<file path="src/rtl/pmc_pkg.sv">
package pmc_pkg;

    localparam int DEF_ROWS      = 4;
    localparam int DEF_COLS      = 4;
    localparam int DEF_LANES     = 8;
    localparam int DEF_LANE_W    = 8;
    localparam int DEF_REF_CYCLES = 64;

    typedef enum logic [2:0] {
        ST_IDLE = 3'd0,
        ST_PRE  = 3'd1,
        ST_ACT  = 3'd2,
        ST_COL  = 3'd3,
        ST_REF  = 3'd4
    } pmc_state_e;

    typedef struct packed {
        logic pre;
        logic act;
        logic col;
        logic refr;
    } pmc_cmd_t;

    function automatic pmc_cmd_t decode_cmd(input pmc_state_e st);
        pmc_cmd_t c;
        c.pre  = (st == ST_PRE);
        c.act  = (st == ST_ACT);
        c.col  = (st == ST_COL);
        c.refr = (st == ST_REF);
        return c;
    endfunction

endpackage

</file>
<file path="src/rtl/pmc_refresh_timer.sv">
module pmc_refresh_timer #(
    parameter int PERIOD = 64
) (
    input  logic clk,
    input  logic rst,
    input  logic ack,
    output logic pending
);
    localparam int CW = $clog2(PERIOD + 1);

    logic [CW-1:0] cnt;
    logic          expire;

    assign expire = (cnt == CW'(PERIOD - 1));

    always_ff @(posedge clk) begin
        if (rst) begin
            cnt     <= '0;
            pending <= 1'b0;
        end else begin
            cnt <= expire ? '0 : cnt + 1'b1;
            if (ack)    pending <= 1'b0;
            if (expire) pending <= 1'b1;
        end
    end
endmodule

</file>
<file path="src/rtl/pmc_byte_chip.sv">
module pmc_byte_chip #(
    parameter int ROWS = 4,
    parameter int COLS = 4,
    parameter int W    = 8,
    localparam int RB  = $clog2(ROWS),
    localparam int CB  = $clog2(COLS)
) (
    input  logic          clk,
    input  logic          rst,
    input  logic          act_en,
    input  logic          wr_en,
    input  logic [RB-1:0] row,
    input  logic [CB-1:0] col,
    input  logic [W-1:0]  wdata,
    output logic [W-1:0]  rdata
);
    logic [W-1:0] cells   [ROWS][COLS];
    logic [W-1:0] row_buf [COLS];

    assign rdata = row_buf[col];

    always_ff @(posedge clk) begin
        if (rst) begin
            for (int r = 0; r < ROWS; r++)
                for (int c = 0; c < COLS; c++)
                    cells[r][c] <= '0;
            for (int c = 0; c < COLS; c++)
                row_buf[c] <= '0;
        end else if (act_en) begin
            for (int c = 0; c < COLS; c++)
                row_buf[c] <= cells[row][c];
        end else if (wr_en) begin
            row_buf[col]    <= wdata;
            cells[row][col] <= wdata;
        end
    end
endmodule

</file>
<file path="src/rtl/pmc_sequencer.sv">
module pmc_sequencer
    import pmc_pkg::*;
#(
    parameter int ROWS = 4,
    parameter int COLS = 4,
    parameter int DW   = 64,
    localparam int RB  = $clog2(ROWS),
    localparam int CB  = $clog2(COLS),
    localparam int AW  = (RB > CB) ? RB : CB
) (
    input  logic          clk,
    input  logic          rst,
    input  logic          req_valid,
    output logic          req_ready,
    input  logic          req_write,
    input  logic [RB-1:0] req_row,
    input  logic [CB-1:0] req_col,
    input  logic [DW-1:0] req_wdata,
    input  logic          ref_pending,
    output logic          ref_ack,
    output pmc_cmd_t      cmd,
    output logic [RB-1:0] cur_row,
    output logic [CB-1:0] cur_col,
    output logic          cur_write,
    output logic [DW-1:0] cur_wdata,
    output logic [AW-1:0] dram_addr,
    input  logic [DW-1:0] chip_rdata,
    output logic          rsp_valid,
    output logic [DW-1:0] rsp_rdata
);
    pmc_state_e    state;
    logic          open_vld;
    logic [RB-1:0] open_row;
    logic [RB-1:0] ref_row;

    assign cmd       = decode_cmd(state);
    assign req_ready = (state == ST_IDLE) && !ref_pending;
    assign ref_ack   = cmd.refr;

    always_comb begin
        dram_addr = '0;
        unique case (state)
            ST_ACT:  dram_addr = AW'(cur_row);
            ST_COL:  dram_addr = AW'(cur_col);
            ST_REF:  dram_addr = AW'(ref_row);
            default: dram_addr = '0;
        endcase
    end

    always_ff @(posedge clk) begin
        if (rst) begin
            state     <= ST_IDLE;
            open_vld  <= 1'b0;
            open_row  <= '0;
            ref_row   <= '0;
            cur_row   <= '0;
            cur_col   <= '0;
            cur_write <= 1'b0;
            cur_wdata <= '0;
            rsp_valid <= 1'b0;
            rsp_rdata <= '0;
        end else begin
            rsp_valid <= 1'b0;
            unique case (state)
                ST_IDLE: begin
                    if (ref_pending) begin
                        state <= ST_REF;
                    end else if (req_valid) begin
                        cur_row   <= req_row;
                        cur_col   <= req_col;
                        cur_write <= req_write;
                        cur_wdata <= req_wdata;
                        if (open_vld && (req_row == open_row))
                            state <= ST_COL;
                        else if (open_vld)
                            state <= ST_PRE;
                        else
                            state <= ST_ACT;
                    end
                end
                ST_PRE: begin
                    open_vld <= 1'b0;
                    state    <= ST_ACT;
                end
                ST_ACT: begin
                    open_vld <= 1'b1;
                    open_row <= cur_row;
                    state    <= ST_COL;
                end
                ST_COL: begin
                    if (!cur_write) begin
                        rsp_valid <= 1'b1;
                        rsp_rdata <= chip_rdata;
                    end
                    state <= ST_IDLE;
                end
                ST_REF: begin
                    open_vld <= 1'b0;
                    ref_row  <= (ref_row == RB'(ROWS - 1)) ? '0 : ref_row + 1'b1;
                    state    <= ST_IDLE;
                end
                default: state <= ST_IDLE;
            endcase
        end
    end
endmodule

</file>
<file path="src/rtl/pagemode_mem_ctrl.sv">
module pagemode_mem_ctrl
    import pmc_pkg::*;
#(
    parameter int ROWS           = DEF_ROWS,
    parameter int COLS           = DEF_COLS,
    parameter int LANES          = DEF_LANES,
    parameter int LANE_W         = DEF_LANE_W,
    parameter int REFRESH_CYCLES = DEF_REF_CYCLES,
    localparam int RB  = $clog2(ROWS),
    localparam int CB  = $clog2(COLS),
    localparam int AW  = (RB > CB) ? RB : CB,
    localparam int DW  = LANES * LANE_W
) (
    input  logic             clk,
    input  logic             rst,
    input  logic             req_valid,
    output logic             req_ready,
    input  logic             req_write,
    input  logic [RB+CB-1:0] req_addr,
    input  logic [DW-1:0]    req_wdata,
    output logic             rsp_valid,
    output logic [DW-1:0]    rsp_rdata,
    output logic [AW-1:0]    dram_addr,
    output logic             pre_strobe,
    output logic             ras_strobe,
    output logic             cas_strobe,
    output logic             ref_strobe
);
    pmc_cmd_t      cmd;
    logic          ref_pending;
    logic          ref_ack;
    logic [RB-1:0] cur_row;
    logic [CB-1:0] cur_col;
    logic          cur_write;
    logic [DW-1:0] cur_wdata;
    logic [DW-1:0] chip_rdata;

    pmc_refresh_timer #(.PERIOD(REFRESH_CYCLES)) u_timer (
        .clk     (clk),
        .rst     (rst),
        .ack     (ref_ack),
        .pending (ref_pending)
    );

    pmc_sequencer #(.ROWS(ROWS), .COLS(COLS), .DW(DW)) u_seq (
        .clk         (clk),
        .rst         (rst),
        .req_valid   (req_valid),
        .req_ready   (req_ready),
        .req_write   (req_write),
        .req_row     (req_addr[RB+CB-1:CB]),
        .req_col     (req_addr[CB-1:0]),
        .req_wdata   (req_wdata),
        .ref_pending (ref_pending),
        .ref_ack     (ref_ack),
        .cmd         (cmd),
        .cur_row     (cur_row),
        .cur_col     (cur_col),
        .cur_write   (cur_write),
        .cur_wdata   (cur_wdata),
        .dram_addr   (dram_addr),
        .chip_rdata  (chip_rdata),
        .rsp_valid   (rsp_valid),
        .rsp_rdata   (rsp_rdata)
    );

    for (genvar k = 0; k < LANES; k++) begin : g_lane
        pmc_byte_chip #(.ROWS(ROWS), .COLS(COLS), .W(LANE_W)) u_chip (
            .clk    (clk),
            .rst    (rst),
            .act_en (cmd.act),
            .wr_en  (cmd.col && cur_write),
            .row    (cur_row),
            .col    (cur_col),
            .wdata  (cur_wdata[k*LANE_W +: LANE_W]),
            .rdata  (chip_rdata[k*LANE_W +: LANE_W])
        );
    end

    assign pre_strobe = cmd.pre;
    assign ras_strobe = cmd.act;
    assign cas_strobe = cmd.col;
    assign ref_strobe = cmd.refr;
endmodule

</file>
<file path="config.mk">
export PLATFORM = sky130hd
export DESIGN_NAME = pagemode_mem_ctrl
export DESIGN_NICKNAME = d
export VERILOG_FILES = /design/src/rtl/pmc_pkg.sv /design/src/rtl/pmc_refresh_timer.sv /design/src/rtl/pmc_byte_chip.sv /design/src/rtl/pmc_sequencer.sv /design/src/rtl/pagemode_mem_ctrl.sv
export SDC_FILE = /design/constraint.sdc
export NUM_CORES = 2
export LEC_CHECK = 0
export BUFFER_PORTS_ARGS = -buffer_cell sky130_fd_sc_hd__buf_2
export CORE_MARGIN = 4
export CORE_UTILIZATION = 55
export CTS_CLUSTER_SIZE = 28
export DETAILED_ROUTE_END_ITERATION = 6
export PLACE_DENSITY = 0.74
export SLEW_MARGIN = 20
export SYNTH_ARGS = -nofsm -noshare
export SYNTH_HDL_FRONTEND = slang
export SYNTH_SLANG_ARGS = --single-unit
</file>
<file path="constraint.sdc">
create_clock -name clk -period 3.7 [get_ports clk]
set_input_delay 0.37 -clock clk [delete_from_list [all_inputs] [get_ports clk]]
set_output_delay 0.37 -clock clk [all_outputs]
set_load 0.02 [all_outputs]
</file>
==> flow_metrics.tcl <==
set metrics [dict create \
    outcome "completed" \
    drv_slew 0 \
    fin_ws_ns 0.636 \
    placed_area_um2 62700 \
    nNetsFinal 4213 \
    io_pins 144 \
    hold_buffers 70 \
    p_leak_nw 22.5 \
    worst_pin_slew_ns 1.20 \
    port-buffer-count 143 \
    critPathSlowestCell "dfxtp_1" \
    placementRows 120 \
    syn_avg_cell_area_um2 14.7 \
    p_total_w 0.0360 \
    dp_hpwl_um 90600 \
    fp.dieH_um 338 \
    cts_resized 0 \
    clk_pin_slew_ns 0.06 \
    synth_edf_count 1280 \
    wl_per_cell_um 28.4 \
    grt_pass1_vias 37200 \
    path_max_fanout 72 \
    fin_crit_sh_pct 82.8 \
    dr.pass1.iters 6 \
    cp_top_family "buffers and inverters" \
    worstSetupPathType "register to primary output" \
    antenna_found_initial 1 \
    hold_violations 0 \
    drt_iter0_markers 5363 \
    grt_max_degree 156 \
    antenna_left 0 \
    clock_sinks 1432 \
    final_common_cell "edfxtp_1" \
    hold_path_class "primary input to register" \
    drc 0 \
    setup_viol 0 \
    fmax_ghz 0.326 \
    yosysUniqueCellTypes 41 \
    drive_gt1_share_pct 20.3 \
    routed_wirelength_um 160000 \
    whs_ns 0.0464 \
    cts-root-buf "clkbuf_16" \
    cp_cell_sequence "buf_4, nor4_4, buf_12, buf_2" \
    core_area_um2 108000 \
    place_ws_ns 0.468 \
    synth_ff_type "edfxtp_1" \
    ir_worst_vdd_mv 0.506 \
    gr-total-overflow 0 \
    post_cts_buffers 0 \
    cts-htree-levels 4 \
    arrival_ns 2.69 \
    initial_core_util_pct 55.7 \
    place_congestion 0.781 \
    path_buf_inv 3 \
    rr_worst_depth 4 \
    required_ns 3.33 \
    vias 36700 \
    grt.total_usage_pct 28.0 \
    grt_pass1_wl_um 240000 \
    synth_nets 4146 \
    cts_made_buffers 145 \
    ys_seq_elements 1432 \
    finalClockSkew_ns 0.0322 \
    layout_common_cells "1280 x edfxtp_1, 1039 x nor2_1, 322 x a22o_1" \
    cts_buffer_depth 3 \
    dieArea_um2 115000 \
    syn_inst 4072 \
    drv_cap 0 \
    rsz0062_at_grt "no" \
    timing.setup.tns_ns 0 \
    clk_latency_ns 0.76 \
    endpoint_kind "primary output" \
    area_delta_synth_final_pct 13.2 \
    synthArstFlopShare_pct 0 \
    min_path_cells 3 \
    cp-start-kind "register" \
    antenna_cells 0 \
    fin_crit_ns 3.06 \
    routed_via_density 6.49 \
    power.density_nw_per_um2 529 \
    critPathMaxStageDelay_ns 0.50 \
    fp.dieW_um 338 \
    cp.depth 4 \
    syn_area_um2 60100 \
    synth_seq_area_share_pct 69.1 \
    cts_tree "built" \
    final_area_um2 68000 \
    slew-limit-headroom_pct 19.7 \
    synth_warnings 0 \
]
==> power breakdown <==
group | leakage (nW) | switching [W] | internal (W)
sequential | 14.6 | 0.000523 | 0.0184
clock | 2.23 | 0.00613 | 0.00806
combinational | 5.75 | 0.00169 | 0.00115
==> metal layers <==
layer	up-vias	global-route usage, %	share of wire (%)	routed length [um]
met5	-	0	0	0
met4	0	9.59	3.5	5670
met3	362	4.85	11	17300
met2	2404	46.3	49	78800
met1	18500	38.1	37	58700
li1	15400	-	-	-
==> layout make-up <==
type                    instances  area [um2]
flip-flops and latches       1432       41500
fillers                      7482       39800
multi-input cells            2237       17200
clock buffers                 205        4110
repair buffers                319        2940
well taps                    1403        1760
clock inverters                57         444
inverters                       4        16.3
==> path summary, 6_finish.rpt <==
check | startpoint | end | slack [ns]
worst max-delay path | u_seq.state[2]$_SDFFE_PP0P_ | req_ready | 0.64
worst min-delay path | req_valid | u_seq.cur_wdata[62]$_SDFFE_PP0P_ | 0.05
worst max register to register | u_seq.state[0]$_SDFFE_PP0P_ | g_lane[1].u_chip.row_buf[2][0]$_DFFE_PP_ | 0.79
worst min register to register | u_timer.cnt[0]$_SDFF_PP0_ | u_timer.cnt[0]$_SDFF_PP0_ | 0.44
==> Yosys cell counts (all sizes together), types with 2 or more instances <==
master,count,area [um2]
or3,2,12.5
inv,4,15.0
nor2,1039,3900
nor3b,2,20.0
a21o,18,135
edfxtp,1280,38400
nor3,5,25.0
and3,2,12.5
buf,122,596
xor2,2,17.5
nor4bb,2,20.0
nor4,3,33.8
a22o,322,2820
o31ai,2,15.0
ha,2,25.0
o21ai,4,20.0
clkbuf,277,1040
nand3,7,35.0
mux4,320,7210
dfxtp,152,3040
nand2b,78,488
a31o,69,604
nand2,264,991
a21oi,77,385
nor4b,2,23.8
mux2i,4,40.0
xnor2,3,26.3
==> cells by family (layout without fill, tap and decap cells) <==
family	Yosys count	count (layout)	share of synthesized area, %
DFF	1432	1432	69.1
and+or+nand+nor	1412	1412	9.34
AOI/OAI and AO/OA	494	494	6.66
buffers and inverters	403	585	2.75
muxes	324	324	12.1
xor gates and xnor gates	5	5	0.0729
adders and majority gates	2	2	0.0417
==> sequential cells by signal, summed over array words and instances (netlist names), named ones only <==
signal,count
g_lane.u_chip.cells,1024
u_seq.state,3
u_seq.open_row,2
u_seq.open_vld,1
u_seq.cur_row,2
u_seq.cur_col,2
u_timer.pending,1
g_lane.u_chip.row_buf,256
u_seq.cur_wdata,64
u_seq.rsp_rdata,64
u_seq.cur_write,1
u_seq.ref_row,2
u_seq.rsp_valid,1
u_timer.cnt,7
==> metrics by stage <==
stage	util (%)	std cells
after global placement	58.2	5325
after global routing	63.0	5657
after CTS	63.0	5657
final	63.0	5657
after floorplan	-	4072
after detailed placement	58.2	5325
==> tightest hold or removal path, stage by stage <==
cell and delay (ns):
buf_4 0.16, a21oi_1 0.13, a31o_2 0.10
Power figures use the tool's default switching activity.
